### config.mk
export PLATFORM = sky130hd
export DESIGN_NAME = rtc_alarm_pair
export DESIGN_NICKNAME = d
export VERILOG_FILES = /design/src/rtl/rap_pkg.sv /design/src/rtl/rap_alarm_slot.sv /design/src/rtl/rap_event_ctrl.sv /design/src/rtl/rtc_alarm_pair.sv
export SDC_FILE = /design/constraint.sdc
export NUM_CORES = 1
export LEC_CHECK = 0
export BUFFER_PORTS_ARGS = -buffer_cell sky130_fd_sc_hd__buf_2
export CORE_UTILIZATION = 63
export DETAILED_ROUTE_END_ITERATION = 16
export PLACE_DENSITY = 0.86
export SLEW_MARGIN = 20
export SYNTH_ARGS = -nofsm -noshare
export SYNTH_HDL_FRONTEND = slang
export SYNTH_SLANG_ARGS = --single-unit
### constraint.sdc
create_clock -name clk_i -period 3.2 [get_ports clk_i]
set_input_delay 0 -clock clk_i [delete_from_list [all_inputs] [get_ports clk_i]]
set_output_delay 0 -clock clk_i [all_outputs]
set_load 0.02 [all_outputs]
### src/rtl/rap_pkg.sv
package rap_pkg;
   localparam int BYTE_W      = 8;
   localparam int ALARM_CNT   = 2;
   localparam int STAT_OFS    = 'h44;
   localparam int IEN_OFS     = 'h48;
   localparam int WAKE_OFS    = 'h7C;
   localparam int PWR_OFS     = 'h9A;
   localparam int ST_BIT_A1   = 6;
   localparam int ST_BIT_A2   = 7;
   localparam int IE_BIT_A1   = 3;
   localparam int IE_BIT_A2   = 4;
   localparam int WAKE_BIT    = 1;
   localparam int PWR_BIT     = 0;
endpackage

### src/rtl/rap_alarm_slot.sv
module rap_alarm_slot #(
   parameter int FIELD_W  = 8,
   parameter int N_FIELDS = 6,
   parameter int ADDR_W   = 8,
   parameter int BASE     = 'h20,
   parameter int STRIDE   = 4
) (
   input  logic                         clk_i,
   input  logic                         rst_ni,
   input  logic                         wr_en_i,
   input  logic [ADDR_W-1:0]            addr_i,
   input  logic [FIELD_W-1:0]           wdata_i,
   input  logic [N_FIELDS*FIELD_W-1:0]  now_i,
   output logic [FIELD_W-1:0]           rd_o,
   output logic                         match_o
);
   localparam int LAST_ADDR = BASE + (N_FIELDS-1)*STRIDE;

   if (LAST_ADDR >= (1 << ADDR_W)) begin : g_bad_range
      $error("alarm slot fields exceed address space");
   end

   logic [N_FIELDS-1:0][FIELD_W-1:0] fld_q;
   logic [N_FIELDS-1:0]              sel;
   logic [N_FIELDS-1:0]              eq;

   for (genvar f = 0; f < N_FIELDS; f++) begin : g_field
      localparam logic [ADDR_W-1:0] FA = ADDR_W'(BASE + f*STRIDE);
      assign sel[f] = (addr_i == FA);
      assign eq[f]  = (fld_q[f] == now_i[f*FIELD_W +: FIELD_W]);

      // a written field holds exactly the written byte
      a_r1_field_write: assert property (@(posedge clk_i) disable iff (!rst_ni)
         $past(wr_en_i && sel[f]) |-> fld_q[f] == $past(wdata_i));
   end

   always_ff @(posedge clk_i) begin
      if (!rst_ni) begin
         fld_q <= '0;
      end else begin
         for (int f = 0; f < N_FIELDS; f++) begin
            if (wr_en_i && sel[f]) fld_q[f] <= wdata_i;
         end
      end
   end

   always_comb begin
      rd_o = '0;
      for (int f = 0; f < N_FIELDS; f++) begin
         if (sel[f]) rd_o = rd_o | fld_q[f];
      end
   end

   assign match_o = &eq;
endmodule

### src/rtl/rap_event_ctrl.sv
module rap_event_ctrl
   import rap_pkg::*;
#(
   parameter int ADDR_W = 8
) (
   input  logic                  clk_i,
   input  logic                  rst_ni,
   input  logic                  tick_i,
   input  logic [ALARM_CNT-1:0]  match_i,
   input  logic                  wr_en_i,
   input  logic [ADDR_W-1:0]     addr_i,
   input  logic [BYTE_W-1:0]     wdata_i,
   output logic [ALARM_CNT-1:0]  status_o,
   output logic [ALARM_CNT-1:0]  ien_o,
   output logic                  wake_en_o,
   output logic                  pwr_off_o,
   output logic [BYTE_W-1:0]     rd_o
);
   localparam logic [ADDR_W-1:0] A_STAT = ADDR_W'(STAT_OFS);
   localparam logic [ADDR_W-1:0] A_IEN  = ADDR_W'(IEN_OFS);
   localparam logic [ADDR_W-1:0] A_WAKE = ADDR_W'(WAKE_OFS);
   localparam logic [ADDR_W-1:0] A_PWR  = ADDR_W'(PWR_OFS);
   localparam int ST_BITS [ALARM_CNT] = '{ST_BIT_A1, ST_BIT_A2};
   localparam int IE_BITS [ALARM_CNT] = '{IE_BIT_A1, IE_BIT_A2};

   logic [ALARM_CNT-1:0] ev, clr, st_q, ie_q;
   logic wk_q, pc_q, off_q;
   logic wr_pwr;

   assign ev     = {ALARM_CNT{tick_i}} & match_i;
   assign wr_pwr = wr_en_i && (addr_i == A_PWR);

   for (genvar k = 0; k < ALARM_CNT; k++) begin : g_flag
      assign clr[k] = wr_en_i && (addr_i == A_STAT) && wdata_i[ST_BITS[k]];

      // a flag rises only after a strobe carrying a full match
      a_r3_rise_needs_event: assert property (@(posedge clk_i) disable iff (!rst_ni)
         $rose(st_q[k]) |-> $past(tick_i && match_i[k]));
      // a clear with no competing event leaves the flag low
      a_r4_clear_wins_alone: assert property (@(posedge clk_i) disable iff (!rst_ni)
         $past(clr[k] && !ev[k]) |-> !st_q[k]);
   end

   always_ff @(posedge clk_i) begin
      if (!rst_ni) begin
         st_q  <= '0;
         ie_q  <= '0;
         wk_q  <= 1'b0;
         pc_q  <= 1'b0;
         off_q <= 1'b0;
      end else begin
         st_q <= ev | (st_q & ~clr);
         if (wr_en_i && addr_i == A_IEN) begin
            for (int k = 0; k < ALARM_CNT; k++) ie_q[k] <= wdata_i[IE_BITS[k]];
         end
         if (wr_en_i && addr_i == A_WAKE) wk_q <= wdata_i[WAKE_BIT];
         if (wr_pwr) pc_q <= wdata_i[PWR_BIT];
         if (wr_pwr && !wdata_i[PWR_BIT]) off_q <= 1'b0;
         else if (ev[1] && pc_q)          off_q <= 1'b1;
      end
   end

   always_comb begin
      rd_o = '0;
      if (addr_i == A_STAT) begin
         for (int k = 0; k < ALARM_CNT; k++) rd_o[ST_BITS[k]] = st_q[k];
      end
      if (addr_i == A_IEN) begin
         for (int k = 0; k < ALARM_CNT; k++) rd_o[IE_BITS[k]] = ie_q[k];
      end
      if (addr_i == A_WAKE) rd_o[WAKE_BIT] = wk_q;
      if (addr_i == A_PWR)  rd_o[PWR_BIT]  = pc_q;
   end

   // power goes off only after an armed alarm 2 event
   a_r7_off_cause: assert property (@(posedge clk_i) disable iff (!rst_ni)
      $rose(off_q) |-> $past(ev[1] && pc_q));
   // power returns on only once power control is disarmed
   a_r8_on_needs_disarm: assert property (@(posedge clk_i) disable iff (!rst_ni)
      $fell(off_q) |-> !pc_q);

   assign status_o  = st_q;
   assign ien_o     = ie_q;
   assign wake_en_o = wk_q;
   assign pwr_off_o = off_q;
endmodule

### src/rtl/rtc_alarm_pair.sv
module rtc_alarm_pair
   import rap_pkg::*;
#(
   parameter int FIELD_W   = 8,
   parameter int N_FIELDS  = 6,
   parameter int ADDR_W    = 8,
   parameter int ALM1_BASE = 'h20,
   parameter int ALM2_BASE = 'h80,
   parameter int STRIDE    = 4
) (
   input  logic                         clk_i,
   input  logic                         rst_ni,
   input  logic                         tick_i,
   input  logic [N_FIELDS*FIELD_W-1:0]  now_i,
   input  logic                         wr_en_i,
   input  logic [ADDR_W-1:0]            addr_i,
   input  logic [BYTE_W-1:0]            wdata_i,
   output logic [BYTE_W-1:0]            rdata_o,
   output logic                         irq_o,
   output logic                         wake_o,
   output logic                         pwr_en_o
);
   localparam int BASES [ALARM_CNT] = '{ALM1_BASE, ALM2_BASE};

   if (FIELD_W != BYTE_W) begin : g_bad_width
      $error("alarm fields must be one register byte wide");
   end
   if (ADDR_W < 8) begin : g_bad_addr
      $error("address too narrow for the control registers");
   end

   logic [ALARM_CNT-1:0]              match, status, ien;
   logic [ALARM_CNT-1:0][BYTE_W-1:0]  slot_rd;
   logic [BYTE_W-1:0]                 ctl_rd;
   logic                              wake_en, pwr_off;

   for (genvar k = 0; k < ALARM_CNT; k++) begin : g_slot
      rap_alarm_slot #(
         .FIELD_W (FIELD_W),
         .N_FIELDS(N_FIELDS),
         .ADDR_W  (ADDR_W),
         .BASE    (BASES[k]),
         .STRIDE  (STRIDE)
      ) slot_i (
         .clk_i  (clk_i),
         .rst_ni (rst_ni),
         .wr_en_i(wr_en_i),
         .addr_i (addr_i),
         .wdata_i(wdata_i),
         .now_i  (now_i),
         .rd_o   (slot_rd[k]),
         .match_o(match[k])
      );
   end

   rap_event_ctrl #(.ADDR_W(ADDR_W)) ctrl_i (
      .clk_i    (clk_i),
      .rst_ni   (rst_ni),
      .tick_i   (tick_i),
      .match_i  (match),
      .wr_en_i  (wr_en_i),
      .addr_i   (addr_i),
      .wdata_i  (wdata_i),
      .status_o (status),
      .ien_o    (ien),
      .wake_en_o(wake_en),
      .pwr_off_o(pwr_off),
      .rd_o     (ctl_rd)
   );

   assign rdata_o  = slot_rd[0] | slot_rd[1] | ctl_rd;
   assign irq_o    = |(status & ien);
   assign wake_o   = status[0] & wake_en;
   assign pwr_en_o = ~pwr_off;
endmodule

==> results.yml <==
run_status:
  outcome: "completed"
detailed_routing:
  drc: 0
  drtPass1Iterations: 8
  wl_per_cell_um: 25.8
  drt_iter0_drc: 673
  routed_wl_um: 21400
  drt-vias-per-instance: 6.76
  drtAntennaViolNets: 0
  vias: 5611
sta:
  rsz0062_at_grt: "false"
  report.final.slew_viol_count: 0
  fmax_mhz: 387
  post-route-min-period_ns: 2.58
  maxSlewHeadroom_pct: 31.4
  setup_viol_count_final: 0
  finalCritPeriodShare_pct: 80.7
  hold_viol_final: 0
  skew_ns: 0.0127
  setup_tns_ns: 0
  worst_pin_slew_ns: 1.02
setup_path:
  startpoint: "addr_i[5]"
  crit_chain: "buf_2 > nor2b_1 > nand2_1 > nor2_1 > a22oi_1 > o221a_2 > o21ai_0 > buf_2"
  worstPathArrival_ns: 2.58
  reg2reg_depth: 6
  crit_path_end: "rdata_o[4]"
  critPathSlowestCell: "nor2_1"
  cpPeakStageDelay_ns: 0.79
  cp-start-kind: "input port"
  cp.required_ns: 3.20
  r2r_start: "g_slot[1].slot_i.fld_q[2]$_SDFFE_PN0P_"
  endpoint_kind: "primary output"
  timing.reg2reg.setup_slack_ns: 1.01
  r2r_end: "ctrl_i.status_o[1]$_SDFF_PN0_"
  crit_fanout: 12
  critPathKind: "input port to primary output"
  worst_path_most_repeated_cell: "buf_2"
logic_synthesis:
  synthCells: 658
  synth_warnings: 0
  synth_nets: 726
  synth-seq-area-share_pct: 34.6
  netlist_area_um2: 5970
  ys_types: 50
  syn_avg_cell_area_um2: 9.07
  ys_seq_elements: 103
cells_and_area:
  multi_input_area_um2: 3680
  syn_to_final_growth_pct: 10.0
  drive_gt1_share_pct: 16.3
  fin_nets: 781
  fin_util_pct: 71.4
  layout_common_cells: "103 x dfxtp_1, 78 x nor2b_1, 78 x buf_2, 68 x mux2i_1, 54 x nand2_1"
  design_area_um2: 6560
  regArea_um2: 2060
  fillCellCount: 741
  layout_commonest_cell: "dfxtp_1"
global_route:
  grt_max_degree: 41
  grt_pass1_vias: 5279
  global_route.usage.total_pct: 43.9
  grt_pass1_wl_um: 31500
  antenna_found_initial: 1
  overflow: 0
floorplan:
  chipHeight_um: 99.3
  initial_core_util_pct: 64.9
  coreArea_um2: 9200
  die-area_um2: 9860
  ios: 79
  chipWidth_um: 99.3
  num_rows: 35
power:
  p_total_mw: 2.40
  powerDensity_nw_per_um2: 365
  worst_ir_drop_vdd_mv: 0.328
  power.leakage_nw: 2.72
clock_network:
  postCtsResizedCells: 0
  h-tree-depth: 3
  clockBufferDepth: 2
  cts_sinks: 103
  cts_setup_buffers: 0
  clkTransAtPathRegs_ns: 0.10
  postCtsHoldBufs: 0
  root_buffer: "clkbuf_8"
  cts_tree: "done"
  clkLatencyLatePin_ns: 0.39
  tritoncts.num_buffers: 9
placement:
  detailed_place.area_um2: 6370
  globalplace.congestion: 1.06
  portBuffers: 78
  place.detailed.hpwl_um: 16000
min_path:
  hp-class: "input port to register"
run:
  maxCapViolCount: 0
[synth_stat cells, drive strengths merged]
cell type  number  share of area, %
nand4          14               1.5
a22o            8               1.2
a211o           1              0.15
mux2i          68                11
a2111oi         1              0.15
buf            17               1.6
and4bb          1              0.21
and3b           2              0.29
nor2b          78               8.2
o21ai           6              0.50
nand3          45               4.4
and4            2              0.29
a22oi          12               1.5
a222oi         14               2.3
nor4b           4               1.2
o221a           1              0.19
a32oi           3              0.44
nor2           15              0.99
xor2           39               5.7
nand2b          1              0.10
a32o            1              0.17
a21boi         34               4.3
nor3            2              0.17
nor4           13               1.6
or4             1              0.13
a2111o          2              0.38
and2            4              0.42
clkbuf         26               1.6
a21oi          13               1.1
o211ai          3              0.38
and3            2              0.29
nand3b          3              0.38
o22ai           4              0.42
nand2          54               3.4
dfxtp         103                35
xnor2          47               6.9
a221oi          4              0.59
inv             8              0.50
o221ai          2              0.29
[how the worst min path moves through the flow]
stage                                                    to       start  cells after the start  slack [ns]
floorplan                      ctrl_i.ien_o[0]$_SDFFE_PN0P_  wdata_i[3]                      2        0.17
CTS                 g_slot[1].slot_i.fld_q[14]$_SDFFE_PN0P_  wdata_i[6]                      3        0.02
global placement    g_slot[1].slot_i.fld_q[13]$_SDFFE_PN0P_  wdata_i[5]                      3        0.43
global route        g_slot[1].slot_i.fld_q[14]$_SDFFE_PN0P_  wdata_i[6]                      3        0.04
detailed placement  g_slot[1].slot_i.fld_q[14]$_SDFFE_PN0P_  wdata_i[6]                      3        0.43
finish              g_slot[1].slot_i.fld_q[10]$_SDFFE_PN0P_  wdata_i[2]                      3        0.05
[critical path: cells and delay by family]
kind	cells	cell delay (ns)
AOI/OAI and AO/OA	3	0.54
buffers and inverters	2	0.32
and+or+nand+nor	3	1.71
[metal layers]
layer | GRT usage (%) | part of all wire [%]
met5 | 0 | 0
met3 | 11.7 | 13
met1 | 55.3 | 38
met4 | 26.0 | 6.5
met2 | 67.6 | 43
[sequential cells by signal, summed over array words and instances, names as in the netlist]
name	count
ctrl_i.ien_o	2
ctrl_i.pwr_off_o	1
ctrl_i.pc_q	1
ctrl_i.wake_en_o	1
ctrl_i.status_o	2
g_slot.slot_i.fld_q	96
[kinds of logic after synthesis]
logic type | count (synthesis) | synth area share (%)
AOI/OAI and AO/OA | 109 | 14.1
xor gates and xnor gates | 86 | 12.6
buffers and inverters | 51 | 3.75
DFF | 103 | 34.6
muxes | 68 | 11.4
and+or+nand+nor | 241 | 23.6
[layout make-up]
type | instances | area share [%]
Antenna cell | 1 | 0.0381
Clock buffer | 13 | 2.27
Clock inverter | 3 | 0.648
Inverter | 8 | 0.458
Multi-Input combinational cell | 504 | 56.1
Sequential cell | 103 | 31.4
Tap cell | 111 | 2.12
Timing Repair Buffer | 87 | 6.98
[metrics by stage]
stage                     hold slack (ns)  instances  worst slack, ns
final                              0.0465        830            0.616
after CTS                          0.0242        829            0.794
after global routing               0.0389        829            0.533
after detailed placement            0.428        813            0.757
after global placement              0.425        813            0.705
after floorplan                     0.166        658             1.69
[power by group]
part | switching (mW) | internal (mW)
combinational | 0.172 | 0.100
sequential | 0.00209 | 1.28
clock | 0.455 | 0.384
Power figures use the tool's default switching activity.
